$ cat src/rtl/keyed_grp_pkg.sv
package keyed_grp_pkg;
   // Unlock key expected in bits [31:16] of a write
   localparam logic [15:0] UNLOCK_KEY = 16'h05FA;
   // Field positions that software and reset logic depend on
   localparam int GRP_LSB   = 8;
   localparam int GRP_W     = 3;
   localparam int SYS_BIT   = 2;
   localparam int CORE_BIT  = 0;
   localparam int ENDIAN_BIT = 15;
   localparam int NUM_REQ   = 2;

   typedef struct packed {
      logic [GRP_W-1:0] grp;
      logic             sys_req;
      logic             core_req;
   } ctl_fields_t;

   function automatic ctl_fields_t unpack_wdata(input logic [31:0] d);
      ctl_fields_t f;
      f.grp      = d[GRP_LSB +: GRP_W];
      f.sys_req  = d[SYS_BIT];
      f.core_req = d[CORE_BIT];
      return f;
   endfunction
endpackage

$ cat src/rtl/keyed_grp_store.sv
module keyed_grp_store
   import keyed_grp_pkg::*;
(
   input  logic             clk,
   input  logic             rst_n,
   input  logic             hit,
   input  logic             bus_wr,
   input  logic [31:0]      bus_wdata,
   output logic             accept,
   output ctl_fields_t      fields,
   output logic [GRP_W-1:0] grp_q
);
   logic key_ok;

   assign key_ok = (bus_wdata[31:16] == UNLOCK_KEY);
   assign accept = bus_wr & hit & key_ok;
   assign fields = unpack_wdata(bus_wdata);

   always_ff @(posedge clk or negedge rst_n) begin
      if (!rst_n)
         grp_q <= '0;
      else if (accept)
         grp_q <= fields.grp;
   end

   // Unkeyed writes leave the grouping untouched
   assert_unkeyed_hold_R3: assert property (@(posedge clk) disable iff (!rst_n)
      (bus_wr && hit && bus_wdata[31:16] != UNLOCK_KEY) |=> $stable(grp_q));

   // Writes elsewhere leave the grouping untouched
   assert_other_addr_hold_R11: assert property (@(posedge clk) disable iff (!rst_n)
      (bus_wr && !hit) |=> $stable(grp_q));
endmodule

$ cat src/rtl/keyed_req_pulse.sv
module keyed_req_pulse #(
   parameter int NUM = 2
) (
   input  logic           clk,
   input  logic           rst_n,
   input  logic           accept,
   input  logic [NUM-1:0] req_bits,
   output logic [NUM-1:0] req_q
);
   initial begin
      if (NUM < 1) $error("keyed_req_pulse: NUM must be at least 1");
   end

   for (genvar i = 0; i < NUM; i++) begin : g_req
      always_ff @(posedge clk or negedge rst_n) begin
         if (!rst_n)
            req_q[i] <= 1'b0;
         else
            req_q[i] <= accept & req_bits[i];
      end

      // A request is only ever seen right after an accepted write that set it
      assert_req_cause_R4: assert property (@(posedge clk) disable iff (!rst_n)
         req_q[i] |-> $past(accept && req_bits[i]));
   end
endmodule

$ cat src/rtl/keyed_prio_split.sv
module keyed_prio_split #(
   parameter int PRIO_BITS = 4
) (
   input  logic [2:0]           grp,
   input  logic [PRIO_BITS-1:0] prio,
   output logic [PRIO_BITS-1:0] preempt,
   output logic [PRIO_BITS-1:0] sub
);
   localparam int SHW = $clog2(PRIO_BITS + 1);

   int unsigned pre_w;
   int unsigned sub_w;
   logic [PRIO_BITS:0] pre_mask;
   logic [PRIO_BITS:0] sub_mask;

   always_comb begin
      pre_w = ((7 - int'(grp)) > PRIO_BITS) ? PRIO_BITS : (7 - int'(grp));
      sub_w = ((int'(grp) + PRIO_BITS) < 7) ? 0 : (int'(grp) + PRIO_BITS - 7);
      pre_mask = ({{PRIO_BITS{1'b0}}, 1'b1} << pre_w[SHW-1:0]) - 1'b1;
      sub_mask = ({{PRIO_BITS{1'b0}}, 1'b1} << sub_w[SHW-1:0]) - 1'b1;
      preempt = (prio >> sub_w[SHW-1:0]) & pre_mask[PRIO_BITS-1:0];
      sub     = prio & sub_mask[PRIO_BITS-1:0];
   end

   // The two parts together cover the implemented bits
   always_comb begin
      assert_width_sum_R9: assert (pre_w + sub_w == PRIO_BITS);
   end
   // The two parts reassemble into the input value
   always_comb begin
      assert_rebuild_R10: assert (((preempt << sub_w[SHW-1:0]) | sub) == prio);
   end
endmodule

$ cat src/rtl/keyed_grp_ctl.sv
module keyed_grp_ctl
   import keyed_grp_pkg::*;
#(
   parameter int          ADDR_W     = 4,
   parameter int          REG_ADDR   = 3,
   parameter int          PRIO_BITS  = 4,
   parameter logic [15:0] RD_UPPER   = 16'h0000,
   parameter bit          ENDIAN_PIN = 1'b1,
   parameter bit          ENDIAN_FIX = 1'b0
) (
   input  logic                 clk,
   input  logic                 rst_n,
   input  logic [ADDR_W-1:0]    bus_addr,
   input  logic                 bus_wr,
   input  logic [31:0]          bus_wdata,
   output logic [31:0]          bus_rdata,
   input  logic                 big_endian,
   input  logic [PRIO_BITS-1:0] prio_value,
   output logic [2:0]           grp_sel,
   output logic [PRIO_BITS-1:0] preempt_part,
   output logic [PRIO_BITS-1:0] sub_part,
   output logic                 sys_reset_req,
   output logic                 core_reset_req
);
   localparam logic [ADDR_W-1:0] MY_ADDR = ADDR_W'(REG_ADDR);

   initial begin
      if (PRIO_BITS < 1 || PRIO_BITS > 8) $error("PRIO_BITS out of range 1..8");
      if (REG_ADDR >= (1 << ADDR_W)) $error("REG_ADDR does not fit ADDR_W");
   end

   logic             hit;
   logic             accept;
   ctl_fields_t      fields;
   logic [GRP_W-1:0] grp_q;
   logic [NUM_REQ-1:0] req_q;
   logic             endian_bit;

   assign hit = (bus_addr == MY_ADDR);

   keyed_grp_store u_store (
      .clk(clk), .rst_n(rst_n), .hit(hit), .bus_wr(bus_wr),
      .bus_wdata(bus_wdata), .accept(accept), .fields(fields), .grp_q(grp_q)
   );

   keyed_req_pulse #(.NUM(NUM_REQ)) u_pulse (
      .clk(clk), .rst_n(rst_n), .accept(accept),
      .req_bits({fields.sys_req, fields.core_req}), .req_q(req_q)
   );

   keyed_prio_split #(.PRIO_BITS(PRIO_BITS)) u_split (
      .grp(grp_q), .prio(prio_value), .preempt(preempt_part), .sub(sub_part)
   );

   if (ENDIAN_PIN) begin : g_endian_pin
      assign endian_bit = big_endian;
   end else begin : g_endian_fix
      logic unused_pin;
      assign unused_pin = big_endian;
      assign endian_bit = ENDIAN_FIX;
   end

   assign sys_reset_req  = req_q[1];
   assign core_reset_req = req_q[0];
   assign grp_sel        = grp_q;

   always_comb begin
      bus_rdata = '0;
      if (hit) begin
         bus_rdata[31:16]              = RD_UPPER;
         bus_rdata[ENDIAN_BIT]         = endian_bit;
         bus_rdata[GRP_LSB +: GRP_W]   = grp_q;
      end
   end

   // A core reset pulse only follows a keyed write with bit 0 set
   assert_core_pulse_R5: assert property (@(posedge clk) disable iff (!rst_n)
      core_reset_req |-> $past(bus_wr && hit && bus_wdata[31:16] == UNLOCK_KEY && bus_wdata[CORE_BIT]));
   // A system reset pulse is never longer than one cycle without a fresh request
   assert_sys_single_R4: assert property (@(posedge clk) disable iff (!rst_n)
      (sys_reset_req && !$past(bus_wr)) |=> !sys_reset_req);
   // A keyed write sets the grouping to the written field
   assert_keyed_load_R2: assert property (@(posedge clk) disable iff (!rst_n)
      (bus_wr && hit && bus_wdata[31:16] == UNLOCK_KEY) |=> (grp_sel == $past(bus_wdata[10:8])));
endmodule

$ cat config.mk
export PLATFORM = sky130hd
export DESIGN_NAME = keyed_grp_ctl
export DESIGN_NICKNAME = d
export VERILOG_FILES = /design/src/rtl/keyed_grp_pkg.sv /design/src/rtl/keyed_grp_store.sv /design/src/rtl/keyed_req_pulse.sv /design/src/rtl/keyed_prio_split.sv /design/src/rtl/keyed_grp_ctl.sv
export SDC_FILE = /design/constraint.sdc
export NUM_CORES = 1
export LEC_CHECK = 0
export ABC_AREA = 1
export CORE_AREA = 5 5 60 62
export DETAILED_ROUTE_END_ITERATION = 7
export DIE_AREA = 0 0 65 67
export PLACE_DENSITY = 0.76
export SKIP_LAST_GASP = 1
export SYNTH_ARGS = -nofsm -noshare
export SYNTH_HDL_FRONTEND = slang
export SYNTH_SLANG_ARGS = --single-unit
export TNS_END_PERCENT = 50
$ cat constraint.sdc
create_clock -name clk -period 2.7 [get_ports clk]
set_clock_uncertainty 0.2 [all_clocks]
set_input_delay 0.54 -clock clk [delete_from_list [all_inputs] [get_ports clk]]
set_output_delay 0.54 -clock clk [all_outputs]
set_load 0.05 [all_outputs]
==> results of run 1 <==
layer usage:
metal	global-route usage, %	wire length, um	share of wire [%]	up-vias
met5	0	0	0	-
met4	3.96	0	0	0
met3	3.37	354	18	0
met2	13.0	907	46	54
met1	8.43	722	36	350
li1	-	-	-	442
how the worst min path moves through the flow:
stage / end / depth (start not counted) / slack, ps / start
3_3_place_gp: u_store.grp_q[1] / 3 / 390 / u_store.grp_q[1]
6_report: u_store.grp_q[1] / 1 / 330 / rst_n
5_1_grt: u_store.grp_q[1] / 1 / 350 / rst_n
2_1_floorplan: u_pulse.req_q[0] / 0 / 40 / rst_n
3_5_place_dp: u_store.grp_q[1] / 3 / 400 / u_store.grp_q[1]
4_1_cts: u_store.grp_q[1] / 1 / 320 / rst_n
state kept, by name (all words and copies together) (netlist names):
name / cells
u_pulse.req_q: 2
u_store.grp_q: 3
final cells by class:
| type | count | area (um^2) | share of cell area, % |
|---|---|---|---|
| inverter | 23 | 86.3 | 6.07 |
| multi-input combinational | 99 | 500 | 35.2 |
| tap | 33 | 41.3 | 2.90 |
| sequential | 5 | 126 | 8.89 |
| timing repair buffer | 53 | 641 | 45.1 |
| clock buffer | 4 | 26.3 | 1.85 |
power groups by stage:
stage | logic [mW] | clock network, mW | registers [mW]
2_1_floorplan | 0.143 | 0 | 0.0763
3_3_place_gp | 0.175 | 0 | 0.0763
3_5_place_dp | 0.176 | 0 | 0.0763
4_1_cts | 0.176 | 0.0875 | 0.0752
5_1_grt | 0.185 | 0.0889 | 0.0752
6_report | 0.177 | 0.0827 | 0.0753
synth_stat cells (2+ instances only):
cell / instances / share of area, %
a21oi_1: 2 / 1.3
buf_4: 28 / 27
dfrtp_1: 5 / 16
ha_1: 2 / 3.2
inv_1: 22 / 11
nand2_1: 25 / 12
nand3_1: 6 / 3.9
nand4_1: 4 / 3.2
nor2_1: 21 / 10
nor2_2: 2 / 1.6
nor2_4: 3 / 4.4
o21ai_0: 3 / 1.9
kinds of logic after synthesis:
kind of cell | after synthesis
AND/OR/NAND/NOR | 63
flip-flops | 5
AO/OA/AOI/OAI | 6
other | 1
buffers and inverters | 51
adder cells (fa/ha/maj) | 2
timing repair:
action	4_1_cts	5_1_grt
buffers inserted	0	1
setup endpoints to repair	2	1
gates resized for setup	4	3
pin swaps	1	3
through the flow:
stage	worst slack, ps	instances	util (%)
2_1_floorplan	-93.7	155	-
3_3_place_gp	180	212	45.6
3_5_place_dp	139	212	45.6
4_1_cts	8.48	216	47.0
5_1_grt	-1.03	217	47.7
6_report	92.6	217	47.7
==> impl_metrics.yaml, run 1 <==
grt:
  grt-ovfl-total: 0
  first_global_vias: 720
  grt_first_pass_wirelength_um: 2740
  antenna_found_initial: 0
  gr-usage-all-layers_pct: 7.83
  grt_max_degree: 8
route:
  ant_nets: 0
  drt-initial-drc-count: 16
  vias: 846
  vias_per_cell: 3.90
  wl_per_cell_um: 9.14
  finalWirelength_um: 1980
  firstDrtPassIters: 4
  drc: 0
worst_setup_path:
  rr_endpoint: "u_store.grp_q[0]"
  cp_slowest_cell: "dfrtp_2"
  cp-endpoint: "sub_part[2]"
  cp_data_arrival_time_ps: 1870
  worstSetupStartpointType: "flip-flop"
  regToRegSetupSlack_ps: 1670
  path_cells: "ha_4, nor2_4, nor2_4, nor2_4, nand2_1, ha_2, a31oi_2, nor2_4, buf_12"
  slowest_delay_ps: 410
  path_buf_inv: 1
  startpoint: "u_store.grp_q[0]"
  required_ps: 1960
  crit_type: "reg -> out"
  cp-end-kind: "primary output"
  r2r_cells: 3
  path_depth: 9
  r2r-start: "u_store.grp_q[0]"
  crit_family: "simple AND/OR/NAND/NOR gates"
  worst-path-max-fanout: 5
  cp_common_cell: "nor2_4"
cts:
  hold_buffers: 0
  cts_buffer_depth: 2
  root_buffer: "clkbuf_4"
  clk_latency_ps: 230
  cts_tree: "yes"
  cts_htree_levels: 1
  cts_made_buffers: 3
  path_clk_slew_ps: 40
  clock_sinks: 5
floorplanning:
  die_h_um: 67
  die_area_mm2: 0.00436
  io_pins: 89
  die_w_um: 65
  std_cell_rows: 20
  start_util_pct: 26.0
  core_mm2: 0.00298
timing:
  drv_slew: 0
  fin_crit_sh_pct: 96.6
  finalSetupViolations: 0
  setup_tns_ps: 0
  max-slew-margin-rel_pct: 66.5
  hold_viol_final: 0
  fmax_ghz: 0.384
  hold_slack_ps: 328
  tightest_slew_ps: 500
  min_period_ps: 2610
synth:
  synth_flop_cell: "dfrtp_1"
  synth_xor_area_share_pct: 0
  synth_compound_area_share_pct: 4.05
  ys_types: 17
  synth_fa_ha_area_share_pct: 3.24
  async_reset_ff_share_pct: 100
  synth_area_um2: 773
  synth_simple_gate_area_share_pct: 37.7
  postSynthCellCount: 128
  synthMuxAreaShare_pct: 0
  ys_ff_latch: 5
  synth.avg_cell_area_um2: 6.04
  synth_top_family_by_area: "buffers and inverters"
  seq_area_frac_synth_pct: 16.2
  yosys_warnings: 0
  synth_edf_count: 0
finish:
  fillers: 309
  nets: 231
  drive_gt1_share_pct: 19.0
  antenna_cells: 0
  final_common_cell: "clkdlybuf4s50_1"
  area_growth_pct: 83.8
  mostFrequentLayoutCells: "clkdlybuf4s50_1 (37), conb_1 (28), nand2_1 (24)"
  final_area_mm2: 0.00142
run_status:
  status: "finished clean"
place:
  portBuffers: 49
  detailed_place.area_mm2: 0.00136
  gp_congestion: 0.811
  dp_hpwl_um: 1760
power:
  ir_drop_uv: 126
  power_density_mw_per_mm2: 236
  clkPwrFrac_pct: 24.7
  seqPwrFrac_pct: 22.5
  fin_total_pwr_mw: 0.335
  switchingPower_mw: 0.145
  p_leak_nw: 0.696
  p_int_mw: 0.190
  swShare_pct: 43.3
  power_frac_comb_pct: 52.8
run:
  maxCapViolCount: 0
hold_path:
  min_path_type: "in -> async"
(Power assumes the default switching activity.)
==> inputs of run 2 (changes only) <==
- SLEW_MARGIN: not set -> 20
==> results of run 2 <==
No change in the layout: final DEF, timing and power equal those of run 1.
